[src/rtl/dcr_pkg.sv]
package dcr_pkg;
  localparam int DATA_W  = 12;
  localparam int SLOT_W  = DATA_W + 4;
  localparam int SHIFT_W = 2 * SLOT_W;
  localparam int LANES   = 2;
  localparam int PD_LEN  = 5;

  typedef enum logic [1:0] {
    MODE_PD  = 2'd0,
    MODE_R14 = 2'd1,
    MODE_R16 = 2'd2,
    MODE_R32 = 2'd3
  } rd_mode_e;

  typedef enum logic [1:0] {
    ST_IDLE  = 2'd0,
    ST_XFER  = 2'd1,
    ST_FIN   = 2'd2,
    ST_QUIET = 2'd3
  } ctl_st_e;

  function automatic int frame_len(rd_mode_e m);
    case (m)
      MODE_R14: return SLOT_W - 2;
      MODE_R16: return SLOT_W;
      MODE_R32: return SHIFT_W;
      default:  return PD_LEN;
    endcase
  endfunction
endpackage

[src/rtl/dcr_sclk_gen.sv]
module dcr_sclk_gen #(
  parameter int DIV_W = 8
) (
  input  logic             clk,
  input  logic             rst,
  input  logic             run,
  input  logic [DIV_W-1:0] half,
  output logic             sclk,
  output logic             fall_tick,
  output logic             rise_tick
);
  logic [DIV_W-1:0] cnt;
  logic [DIV_W-1:0] lim;
  logic             wrap;

  assign lim       = (half == '0) ? '0 : half - 1'b1;
  assign wrap      = run && (cnt == lim);
  assign fall_tick = wrap && sclk;
  assign rise_tick = wrap && !sclk;

  always_ff @(posedge clk) begin
    if (rst || !run) begin
      cnt  <= '0;
      sclk <= 1'b1;
    end else if (wrap) begin
      cnt  <= '0;
      sclk <= ~sclk;
    end else begin
      cnt  <= cnt + 1'b1;
    end
  end

  // the divider count never passes the half-period limit
  assert_div_bound_R2: assert property (@(posedge clk) disable iff (rst)
    run |-> (cnt <= lim));
endmodule

[src/rtl/dcr_lane_cap.sv]
module dcr_lane_cap import dcr_pkg::*; (
  input  logic                            clk,
  input  logic                            rst,
  input  logic                            clr,
  input  logic                            shift_en,
  input  logic [LANES-1:0]                din,
  output logic [LANES-1:0][SHIFT_W-1:0]   sh
);
  for (genvar l = 0; l < LANES; l++) begin : g_lane
    logic [SHIFT_W-1:0] q;
    always_ff @(posedge clk) begin
      if (rst || clr)    q <= '0;
      else if (shift_en) q <= {q[SHIFT_W-2:0], din[l]};
    end
    assign sh[l] = q;
  end
endmodule

[src/rtl/dcr_slot_check.sv]
module dcr_slot_check import dcr_pkg::*; #(
  parameter int EXP_ID = 0
) (
  input  logic [SLOT_W-1:0] slot,
  input  logic              chk_trail,
  output logic [DATA_W-1:0] data,
  output logic              err
);
  logic lead_bad, id_bad, trail_bad;

  assign lead_bad  = slot[SLOT_W-1];
  assign id_bad    = slot[SLOT_W-2] != 1'(EXP_ID);
  assign trail_bad = chk_trail && (slot[1:0] != 2'b00);
  assign data      = slot[SLOT_W-3:2];
  assign err       = lead_bad || id_bad || trail_bad;
endmodule

[src/rtl/dualconv_rd_ctrl.sv]
module dualconv_rd_ctrl import dcr_pkg::*; #(
  parameter int DIV_W   = 8,
  parameter int QUIET_W = 8
) (
  input  logic               clk,
  input  logic               rst,
  input  logic               cmd_valid,
  input  logic [1:0]         cmd_mode,
  input  logic               cmd_line,
  input  logic [DIV_W-1:0]   half_period,
  input  logic [QUIET_W-1:0] quiet_cycles,
  input  logic               sdata_a,
  input  logic               sdata_b,
  output logic               cs_n,
  output logic               sclk,
  output logic               busy,
  output logic               res_valid,
  output logic [DATA_W-1:0]  res_a,
  output logic [DATA_W-1:0]  res_b,
  output logic               err_a,
  output logic               err_b
);
  localparam int CNT_W = $clog2(SHIFT_W + 1);

  ctl_st_e            st, st_nxt;
  rd_mode_e           mode_l;
  logic               line_l;
  logic [DIV_W-1:0]   half_l;
  logic [QUIET_W-1:0] quiet_l, qcnt, q_end;
  logic [CNT_W-1:0]   rs_cnt, len;
  logic               run, fall_tick, rise_tick, last_bit, accept;
  logic               cs_n_q, busy_q, res_valid_q;
  logic [DATA_W-1:0]  res_a_q, res_b_q;
  logic               err_a_q, err_b_q;

  logic [LANES-1:0][SHIFT_W-1:0] sh;
  logic [LANES-1:0][SLOT_W-1:0]  slot;
  logic [LANES-1:0][DATA_W-1:0]  dec_data;
  logic [LANES-1:0]              dec_err;
  logic [SHIFT_W-1:0]            sel_sh;
  logic                          chk_trail;

  assign run      = (st == ST_XFER);
  assign accept   = (st == ST_IDLE) && cmd_valid;
  assign len      = CNT_W'(frame_len(mode_l));
  assign last_bit = rise_tick && (rs_cnt == len - 1'b1);

  dcr_sclk_gen #(.DIV_W(DIV_W)) u_sclk (
    .clk(clk), .rst(rst), .run(run), .half(half_l),
    .sclk(sclk), .fall_tick(fall_tick), .rise_tick(rise_tick)
  );

  dcr_lane_cap u_cap (
    .clk(clk), .rst(rst), .clr(accept), .shift_en(rise_tick),
    .din({sdata_b, sdata_a}), .sh(sh)
  );

  // slot routing per read mode
  always_comb begin
    sel_sh    = line_l ? sh[1] : sh[0];
    slot[0]   = {sh[0][SLOT_W-3:0], 2'b00};
    slot[1]   = {sh[1][SLOT_W-3:0], 2'b00};
    chk_trail = 1'b0;
    case (mode_l)
      MODE_R16: begin
        slot[0]   = sh[0][SLOT_W-1:0];
        slot[1]   = sh[1][SLOT_W-1:0];
        chk_trail = 1'b1;
      end
      MODE_R32: begin
        chk_trail = 1'b1;
        if (line_l) begin
          slot[1] = sel_sh[SHIFT_W-1:SLOT_W];
          slot[0] = sel_sh[SLOT_W-1:0];
        end else begin
          slot[0] = sel_sh[SHIFT_W-1:SLOT_W];
          slot[1] = sel_sh[SLOT_W-1:0];
        end
      end
      default: ;
    endcase
  end

  for (genvar c = 0; c < LANES; c++) begin : g_chk
    dcr_slot_check #(.EXP_ID(c)) u_chk (
      .slot(slot[c]), .chk_trail(chk_trail),
      .data(dec_data[c]), .err(dec_err[c])
    );
  end

  always_comb begin
    st_nxt = st;
    case (st)
      ST_IDLE:  if (cmd_valid) st_nxt = ST_XFER;
      ST_XFER:  if (last_bit) st_nxt = ST_FIN;
      ST_FIN:   st_nxt = ST_QUIET;
      ST_QUIET: if (qcnt == quiet_l) st_nxt = ST_IDLE;
      default:  st_nxt = ST_IDLE;
    endcase
  end

  always_ff @(posedge clk) begin
    if (rst) begin
      st          <= ST_IDLE;
      cs_n_q      <= 1'b1;
      busy_q      <= 1'b0;
      res_valid_q <= 1'b0;
      res_a_q     <= '0;
      res_b_q     <= '0;
      err_a_q     <= 1'b0;
      err_b_q     <= 1'b0;
      mode_l      <= MODE_PD;
      line_l      <= 1'b0;
      half_l      <= '0;
      quiet_l     <= '0;
      qcnt        <= '0;
      q_end       <= '0;
      rs_cnt      <= '0;
    end else begin
      st          <= st_nxt;
      busy_q      <= (st_nxt != ST_IDLE);
      res_valid_q <= 1'b0;
      case (st)
        ST_IDLE: if (cmd_valid) begin
          mode_l  <= rd_mode_e'(cmd_mode);
          line_l  <= cmd_line;
          half_l  <= half_period;
          quiet_l <= quiet_cycles;
          rs_cnt  <= '0;
          cs_n_q  <= 1'b0;
        end
        ST_XFER: begin
          if (rise_tick) rs_cnt <= rs_cnt + 1'b1;
          if (last_bit)  cs_n_q <= 1'b1;
        end
        ST_FIN: begin
          qcnt  <= '0;
          q_end <= quiet_l;
          if (mode_l != MODE_PD) begin
            res_valid_q <= 1'b1;
            res_a_q     <= dec_data[0];
            res_b_q     <= dec_data[1];
            err_a_q     <= dec_err[0];
            err_b_q     <= dec_err[1];
          end
        end
        default: qcnt <= qcnt + 1'b1;
      endcase
    end
  end

  assign cs_n      = cs_n_q;
  assign busy      = busy_q;
  assign res_valid = res_valid_q;
  assign res_a     = res_a_q;
  assign res_b     = res_b_q;
  assign err_a     = err_a_q;
  assign err_b     = err_b_q;

  // gap tracker for the quiet-interval check
  logic [QUIET_W+1:0] gap_cnt;
  logic               seen_frame;
  always_ff @(posedge clk) begin
    if (rst) begin
      gap_cnt    <= '0;
      seen_frame <= 1'b0;
    end else begin
      if (!cs_n_q)              gap_cnt <= '0;
      else if (gap_cnt != '1)   gap_cnt <= gap_cnt + 1'b1;
      if (!cs_n_q) seen_frame <= 1'b1;
    end
  end

  assert_sclk_idle_R2: assert property (@(posedge clk) disable iff (rst)
    cs_n_q |-> sclk);
  assert_frame_len_R3: assert property (@(posedge clk) disable iff (rst)
    (st == ST_XFER) |-> (rs_cnt < len));
  assert_pd_no_strobe_R4: assert property (@(posedge clk) disable iff (rst)
    (st == ST_FIN && mode_l == MODE_PD) |=> !res_valid_q);
  assert_strobe_single_R9: assert property (@(posedge clk) disable iff (rst)
    res_valid_q |=> !res_valid_q);
  assert_strobe_deselected_R9: assert property (@(posedge clk) disable iff (rst)
    res_valid_q |-> (cs_n_q && busy_q));
  assert_busy_in_frame_R10: assert property (@(posedge clk) disable iff (rst)
    !cs_n_q |-> busy_q);
  assert_quiet_gap_R10: assert property (@(posedge clk) disable iff (rst)
    (seen_frame && $fell(cs_n_q)) |-> ({2'b00, q_end} < gap_cnt));
endmodule

[config.mk]
export PLATFORM = sky130hd
export DESIGN_NAME = dualconv_rd_ctrl
export DESIGN_NICKNAME = d
export VERILOG_FILES = /design/src/rtl/dcr_pkg.sv /design/src/rtl/dcr_sclk_gen.sv /design/src/rtl/dcr_lane_cap.sv /design/src/rtl/dcr_slot_check.sv /design/src/rtl/dualconv_rd_ctrl.sv
export SDC_FILE = /design/constraint.sdc
export NUM_CORES = 1
export LEC_CHECK = 0
export CORE_UTILIZATION = 50
export CTS_CLUSTER_DIAMETER = 200
export DETAILED_ROUTE_END_ITERATION = 10
export DONT_BUFFER_PORTS = 1
export PLACE_DENSITY = 0.7
export SETUP_SLACK_MARGIN = 0.15
export SLEW_MARGIN = 10
export SYNTH_ARGS = -nofsm -noshare
export SYNTH_HDL_FRONTEND = slang
export SYNTH_SLANG_ARGS = --single-unit
[constraint.sdc]
create_clock -name clk -period 3.5 [get_ports clk]
set_clock_uncertainty 0.2 [all_clocks]
set_input_delay 0.7 -clock clk [delete_from_list [all_inputs] [get_ports clk]]
set_output_delay 0.7 -clock clk [all_outputs]
set_load 0.02 [all_outputs]
; ---- After elaboration in Yosys (flattened, before gate mapping)
; Index checks and enable logic that the tools add are counted.
[classes]
shift = 0
n_bitwise = 3
mul = 0
eq_ne = 12
mux = 18
div = 0
n_reduce_logical = 29
addsub = 5
order_cmp = 0
[op_table]
columns = operator, n
row1 = two-way mux 32 bit, 2
row2 = case mux 32 bit (2 select lines), 1
row3 = case mux 6 bit (3 select lines), 1
row4 = "adder 8 x 1 -> 8 bit, second input constant", 2
row5 = == test 8 bit, 2
row6 = case mux 8 bit (2 select lines), 1
row7 = two-way mux 6 bit, 2
row8 = case mux 6 bit (2 select lines), 1
row9 = nonzero test 2 bit, 5
row10 = "== test 2 bit, second input constant", 4
row11 = logical NOT 8 bit, 1
row12 = two-way mux 8 bit, 1
row13 = case mux 2 bit (4 select lines), 1
row14 = OR reduction 2 bit, 4
row15 = "subtractor 8 x 1 -> 8 bit, second input constant", 1
row16 = "adder 6 x 1 -> 6 bit, second input constant", 1
row17 = == test 6 bit, 1
row18 = logical AND 1 bit, 6
row19 = logical OR 1 bit, 6
row20 = two-way mux 2 bit, 3
row21 = "!= test 2 bit, second input constant", 3
row22 = AND reduction 3 bit, 2
row23 = "subtractor 6 x 1 -> 6 bit, second input constant", 1
row24 = "== test 2 x 1 -> 1 bit, second input constant", 2
row25 = other kinds (6), 13
[word_totals]
romBits = 0
inputBits = 24
mem_count = 0
latchBits = 0
register_bits = 137
ramBits = 0
output_inout_bits = 30

; ---- Logic depth before layout (Yosys ltp)
; Gate-level depths: netlist (run 1).
[logic_depth]
depth_word = 9
depth_mapped = 13
ltp_nobuf = 9

; ---- Hierarchy
; Synthesis (run 1) repeated with hierarchy kept, for this count alone.
[unflattened]
cells_unflattened = 783
area_unflattened_um2 = 6865.3
[modules_own_cells]
columns = module, seq_area_each_um2, cells_each, area_per_inst_um2, n_inst
row1 = dualconv_rd_ctrl, 1281.2, 449, 3539.6, 1
row2 = dcr_lane_cap, 1281.2, 207, 2348.5, 1
row3 = dcr_sclk_gen, 180.2, 98, 772.0, 1
row4 = dcr_slot_check at g_chk[0].u_chk, 0.0, 15, 102.6, 1
row5 = dcr_slot_check at g_chk[1].u_chk, 0.0, 14, 102.6, 1

; ---- Least setup slack after synthesis (run 1)
; No wires, ideal clock.
[synth_timing]
kind = register to register
startpoint = register half_l[0]
endpoint = register u_cap.g_lane[0].q[10]
stages_incl_launch_ff = 14
path_buffers = 4
setup_ps = 72
setup_slack_ps = 560
arrival_time_ps = 2669
path_cell_list = dfxtp_1 -> inv_1 -> ha_1 -> clkbuf_1 -> inv_1 -> or3_1 -> and3_4 -> a2111oi_4 -> nand4_2 -> nor3_1 -> buf_2 -> buf_6 -> buf_6 -> mux2i_1
[synth_via]
elab_chain_cells = 5
word_cells_on_any_way = 6
[synth_rtl]
columns = element, line_no
row1 = start: declaration, dualconv_rd_ctrl.sv:28  ; logic [DIV_W-1:0] half_l;
row2 = start signal: assignment, dualconv_rd_ctrl.sv:127  ; half_l <= half_period;
row3 = subtractor 8 x 1 -> 8 bit or logical NOT 8 bit (tied branches), dcr_sclk_gen.sv:16  ; assign lim = (half == '0) ? '0 : half - 1'b1;
row4 = two-way mux 8 bit (*), dcr_sclk_gen.sv:16
row5 = == test 8 bit (*), dcr_sclk_gen.sv:17  ; assign wrap = run && (cnt == lim);
row6 = logical AND 1 bit (*), dcr_sclk_gen.sv:17
row7 = logical AND 1 bit (*), dcr_sclk_gen.sv:19  ; assign rise_tick = wrap && !sclk;
row8 = end signal: assignment, dcr_lane_cap.sv:13  ; else if (shift_en) q <= {q[SHIFT_W-2:0], din[l]};
row9 = end: declaration, dcr_lane_cap.sv:10  ; logic [SHIFT_W-1:0] q;
; Every way passes the cells marked *; elsewhere a longest branch is shown, timed or not.
; A chain may end at the register's enable or synchronous reset.

; ---- Final worst setup path (run 1)
[layout_timing]
startpoint = register half_l[0]
endpoint = register u_cap.g_lane[0].q[31]
; The elaborated chain is that of the path after synthesis.

==> out/metrics.csv, run 1 <==
metric,value,unit
status,finished clean,
coreArea,12200,µm²
ant_nets,0,
rows,40,
die_area,13100,µm²
ys.flop_type,dfxtp_1,
routed_wl,13900,µm
layout_worst_path_cycle_share,0.904,
min_path_type,input port to flip-flop,
hold_violations,0,
top_usage_layer,met2,
synth_top_family_by_area,multiplexers,
use_met1,0.284,
ios,54,
die_h,115,µm
finalSetupTns,0,ns
final_max_slew_viol_count,0,
path_class,flip-flop to flip-flop,
path_max_fanout,69,
fmax,316,MHz
synth-seq-area-share,0.433,
cp-end-kind,flip-flop,
grt_pass1_vias,4639,
critPathArrivalTime,3.31,ns
wl_per_cell,16.0,µm
synth.area.mux_share,0.183,
htree_levels,4,
maxCapViolCount,0,
synth_fa_ha_area_frac,0.00987,
fillers,1064,
cts_buffers,17,
syn-num-nets,743,
syn-cell-area,6340,µm²
instances_no_fill,872,
grt_antenna_before_repair,0,
synth_cells,714,
met3_usage,0.0609,
placed_cells_incl_taps,840,
routabilityCongestion,0.845,
ir_worst_vdd,0.340,mV
mostFrequentLayoutCell,dfxtp_1,
first_pass_iters,5,
grt_use_total,0.224,
cts-root-buf,clkbuf_16,
path_cells,inv_1 > ha_1 > inv_1 > or3_1 > and3_4 > a2111oi_4 > nand4_2 > nor3_2 > buf_12 > mux2i_1,
initial_core_util,0.521,
postCtsHoldBufs,0,
cts_setup_buffers,0,
cellLeakagePower,2.28,nW
setup_viol,0,
syn_to_final_growth,10.1,%
synth-compound-area-share,0.118,
post_cts_resized,0,
relSlewSlack,0.554,
viasPerCell,5.70,
cts_num_sinks,137,
cp.required,3.65,ns
final.min_clock_period,3.16,ns
synth_xor_area_frac,0.0332,
final_cell_mix,"dfxtp_1 (135), nand2_1 (115), mux2i_1 (115), nor2_1 (75), a21oi_1 (55)",
postSynthAreaPerCell,8.88,µm²
globalRouteMet2Util,0.356,
layout-drive-gt1-share,0.0739,
nNetsFinal,720,
synth-edff-count,0,
ys_ff_latch,137,
path_clk_slew,0.05,ns
ys_types,53,
synth-simple-area-share,0.181,
rsz0062_at_grt,false,
synth-warning-count,0,
p_per_area,503,nW/µm²
drcViolationCount,0,
critical_path.max_stage_delay,0.42,ns
vias,4970,
drtIter0Drc,453,
cp_slowest_cell,or3_1,
n_antenna_cell,0,
grt_max_degree,70,
grt-ovfl-total,0,
startpoint_type,flip-flop,
worst_pin_slew,0.670,ns
path_common_cell,inv_1,
dp_hpwl,9440,µm
clk-insertion-delay-late,0.42,ns
synthArstFlopShare,0,
cts_tree,done,
fp.dieW,115,µm
clock_path_buffers,2,
grt_pass1_wl,22600,µm
portBuffers,0,
-- final cells by class --
class	count	area (µm²)	share of cell area
multi-input cells	519	3350	0.480
inverters	8	30.0	0.00430
well taps	168	210	0.0301
repair buffers	8	72.6	0.0104
clock inverters	8	67.6	0.00968
clock buffers	24	502	0.0719
flip-flops and latches	137	2750	0.393
-- report_power, final --
group	internal, W	leakage, nW	switching [W]
clock	0.00106	0.286	0.000636
combinational	0.0000799	0.890	0.000134
sequential	0.00158	1.11	0.0000229
total	0.00272	2.28	0.000793
-- critical path: cells and delay by family, from the launching register on --
family / cells / cell delay [ns]
AND/OR/NAND/NOR: 4 / 0.95
multiplexers: 1 / 0.24
adder cells (fa/ha/maj): 1 / 0.31
AO/OA/AOI/OAI: 1 / 0.32
flip-flops: 1 / 0.36
buffers and inverters: 3 / 0.63
-- stage by stage --
stage	util	worst slack [ns]	instance area (µm²)	hold slack, ns	total power (W)
after floorplan	-	0.560	6340	0.234	0.00181
after global placement	0.527	0.472	6410	0.244	0.00184
after detailed placement	0.527	0.376	6410	0.255	0.00184
after CTS	0.574	0.363	6980	0.128	0.00354
after global routing	0.574	0.156	6980	0.120	0.00364
final	0.574	0.338	6980	0.141	0.00351
-- flip-flops by register name, indices dropped and copies added, names as in the netlist --
signal	count
busy	1
cs_n	1
err_a	1
err_b	1
half_l	8
line_l	1
mode_l	2
qcnt	8
quiet_l	8
res_a	12
res_b	12
res_valid	1
rs_cnt	6
st	2
u_cap.g_lane.q	64
u_sclk.cnt	8
u_sclk.sclk	1
-- Yosys cell counts, types with 2 or more instances --
cell | number | share of area
xor2_1 | 16 | 0.022
a31oi_1 | 4 | 0.0039
a21oi_1 | 55 | 0.043
inv_1 | 8 | 0.0047
buf_6 | 4 | 0.0071
or3_1 | 3 | 0.0030
o41ai_1 | 2 | 0.0028
nand4_1 | 3 | 0.0030
dfxtp_1 | 137 | 0.43
mux2i_1 | 115 | 0.18
or4_1 | 6 | 0.0071
nand2_1 | 115 | 0.068
nand3_1 | 14 | 0.011
buf_4 | 5 | 0.0059
and4b_1 | 2 | 0.0032
a211oi_1 | 25 | 0.030
a21boi_0 | 3 | 0.0036
buf_1 | 4 | 0.0024
o31ai_1 | 5 | 0.0059
ha_1 | 5 | 0.0099
nor3b_1 | 2 | 0.0024
o21ai_0 | 7 | 0.0055
nand4b_1 | 2 | 0.0028
and3_1 | 3 | 0.0030
xnor2_1 | 8 | 0.011
nand2b_1 | 8 | 0.0079
nor4_1 | 6 | 0.0059
nor3_1 | 10 | 0.0079
a22o_1 | 2 | 0.0028
nor2_1 | 77 | 0.046
clkbuf_1 | 36 | 0.021
-- path summary, 6_finish.rpt --
kind | startpoint | endpoint | slack, ns | cells past startpoint
worst max register to register | half_l[0]$_SDFFE_PP0P_ | u_cap.g_lane[0].q[31]$_SDFFE_PP0P_ | 0.34 | 10
worst min register to register | u_cap.g_lane[1].q[31]$_SDFFE_PP0P_ | u_cap.g_lane[1].q[31]$_SDFFE_PP0P_ | 0.26 | 2
worst max-delay path | half_l[0]$_SDFFE_PP0P_ | u_cap.g_lane[0].q[31]$_SDFFE_PP0P_ | 0.34 | 10
worst min-delay path | rst | quiet_l[5]$_SDFFE_PP0P_ | 0.14 | 1
-- per-layer routing --
metal  vias up  share of wire
met5         -              0
met4         0          0.012
met3        15          0.054
met2       117           0.47
met1      2355           0.46
li1       2483              -
-- logic make-up (layout without fill, tap and decap cells) --
group,Yosys count,after routing
AO/OA/AOI/OAI,116,116
AND/OR/NAND/NOR,258,258
XOR/XNOR,24,24
adder cells (fa/ha/maj),5,5
buffers and inverters,58,48
flip-flops,137,137
multiplexers,116,116
No activity file was read; power rests on OpenSTA's default activity.
==> inputs of run 2 (changes only) <==
CORE_MARGIN = 2   (was default)
==> run 2 against run 1 <==
  * Die area up 3.5%
  * Sequential power about the same
  * Sequential share of layout area down 0.50 points
  * Setup slack better by 0.061 ns
  * Utilization down 0.91 points
  * Clock-buffer cell count down 1
  * Worst hold slack worse by 0.0011 ns
  * Global-route usage down 0.67 points
  * Via count down 0.76%
  * First-iteration DRC count down 7.9%
  * Critical path depth unchanged
==> out/metrics.csv, run 2 (synthesis gave the netlist of run 1 again) <==
metric,value,unit,change
grt-ovfl-total,0,,unchanged
fp.dieW,117,µm,+1.7%
cts-root-buf,clkbuf_16,,
viasPerCell,5.62,,-1.3%
final_max_slew_viol_count,0,,unchanged
fillers,1119,,+5.2%
grt_max_degree,57,,-19%
hold_violations,0,,unchanged
ios,54,,unchanged
post_cts_resized,0,,unchanged
layout-drive-gt1-share,0.0766,,+0.00273
htree_levels,4,,unchanged
ir_worst_vdd,0.374,mV,+10%
p_per_area,518,nW/µm²,+2.9%
rsz0062_at_grt,false,,
die_area,13600,µm²,+3.5%
n_antenna_cell,0,,unchanged
routed_wl,14100,µm,+1.4%
layout_worst_path_cycle_share,0.886,,-0.0175
coreArea,12500,µm²,+2.9%
path_clk_slew,0.06,ns,about the same
fmax,322,MHz,+2.0%
mostFrequentLayoutCell,dfxtp_1,,
drcViolationCount,0,,unchanged
first_pass_iters,4,,-1
drtIter0Drc,417,,-7.9%
maxCapViolCount,0,,unchanged
finalSetupTns,0,ns,unchanged
final.setup.worst_slack,0.399,ns,+0.0614 ns
path_cells,inv_1 > ha_1 > inv_1 > or3_1 > and3_4 > a2111oi_4 > nand4_2 > buf_4 > o21ai_1 > nor2_1,,
final_cell_mix,"dfxtp_1 (135), nand2_1 (115), mux2i_1 (115), nor2_1 (75), a21oi_1 (55)",,
ant_nets,0,,unchanged
startpoint_type,flip-flop,,
cp.required,3.59,ns,-0.06 ns
nNetsFinal,723,,+0.42%
cp_slowest_cell,o21ai_1,,
status,finished clean,,
crit_family,simple AND/OR/NAND/NOR gates,,
syn_to_final_growth,11.5,%,
relSlewSlack,0.545,,-0.00845
finalPower,0.00366,W,+4.3%
place_ws,0.397,ns,+0.0214 ns
cts_setup_buffers,0,,unchanged
critPathArrivalTime,3.19,ns,-0.12 ns
largest_reg_flops,64,,unchanged
worst-path-buf-inv,3,,unchanged
postCtsHoldBufs,0,,unchanged
grt_pass1_wl,23000,µm,+1.4%
rows,41,,+2.5%
path_class,flip-flop to flip-flop,,
cts_tree,done,,
top_register,u_cap.g_lane.q,,
setup_viol,0,,unchanged
portBuffers,0,,unchanged
critical_path.max_stage_delay,0.45,ns,+0.03 ns
grt_pass1_vias,4673,,+0.73%
clk-insertion-delay-late,0.42,ns,about the same
dp_hpwl,9790,µm,+3.7%
final.min_clock_period,3.10,ns,-0.0614 ns
clock_path_buffers,2,,unchanged
grt_use_total,0.217,,-0.00673
cellLeakagePower,2.32,nW,+1.8%
cts_num_sinks,137,,unchanged
cts_buffers,17,,unchanged
initial_core_util,0.506,,-0.0148
wl_per_cell,16.1,µm,+0.79%
routabilityCongestion,0.857,,+1.4%
timing.hold.ws,0.140,ns,-0.00108 ns
die_h,117,µm,+1.7%
path_common_cell,inv_1,,
worst_pin_slew,0.681,ns,+0.0111 ns
min_path_type,input port to flip-flop,,
grt_antenna_before_repair,0,,unchanged
cp-end-kind,flip-flop,,
path_max_fanout,11,,-84%
vias,4932,,-0.76%
## run 2: changes by cell type in the layout (fill, tap and decap cells not counted), sizes merged
cell      previous run  this run
clkinv               6         2
clkbuf              24        23
clkinvlp             1         2
buf                  8        11
bufinv               1         3
## run 2: layout make-up
class / instances / area (µm²) / area share
timing repair buffer: 11 / 108 / 0.0152
clock buffer: 23 / 498 / 0.0704
multi-input combinational: 519 / 3360 / 0.475
clock inverter: 7 / 115 / 0.0163
tap: 172 / 215 / 0.0304
inverter: 8 / 30.0 / 0.00425
sequential: 137 / 2750 / 0.388
## run 2: stage by stage
stage	instances	util	instance area, µm²
after floorplan	714	-	6340
after global placement	847	0.515	6450
after detailed placement	847	0.515	6450
after CTS	877	0.564	7070
after global routing	877	0.565	7070
final	877	0.565	7070
## run 2: where the power goes
group	total (W)	leakage, nW	internal (W)	switching (W)
Clock	0.00185	0.297	0.00120	0.000643
Combinational	0.000214	0.919	0.0000814	0.000132
Sequential	0.00160	1.11	0.00158	0.0000248
## run 2: per-layer routing
| metal | vias up | track usage | wire length [µm] |
|---|---|---|---|
| met2 | 86 | 0.351 | 6690 |
| met5 | - | 0 | 0 |
| met4 | 0 | 0.0761 | 191 |
| met3 | 18 | 0.0597 | 626 |
| met1 | 2357 | 0.280 | 6610 |
| li1 | 2471 | - | - |
## run 2: final timing paths
kind	from	to	slack, ns	cells after the start
worst min register to register	u_cap.g_lane[0].q[31]$_SDFFE_PP0P_	u_cap.g_lane[0].q[31]$_SDFFE_PP0P_	0.26	2
worst max-delay path	half_l[0]$_SDFFE_PP0P_	u_sclk.cnt[2]$_SDFF_PP0_	0.40	10
worst min-delay path	rst	half_l[7]$_SDFFE_PP0P_	0.14	1
worst max register to register	half_l[0]$_SDFFE_PP0P_	u_sclk.cnt[2]$_SDFF_PP0_	0.40	10
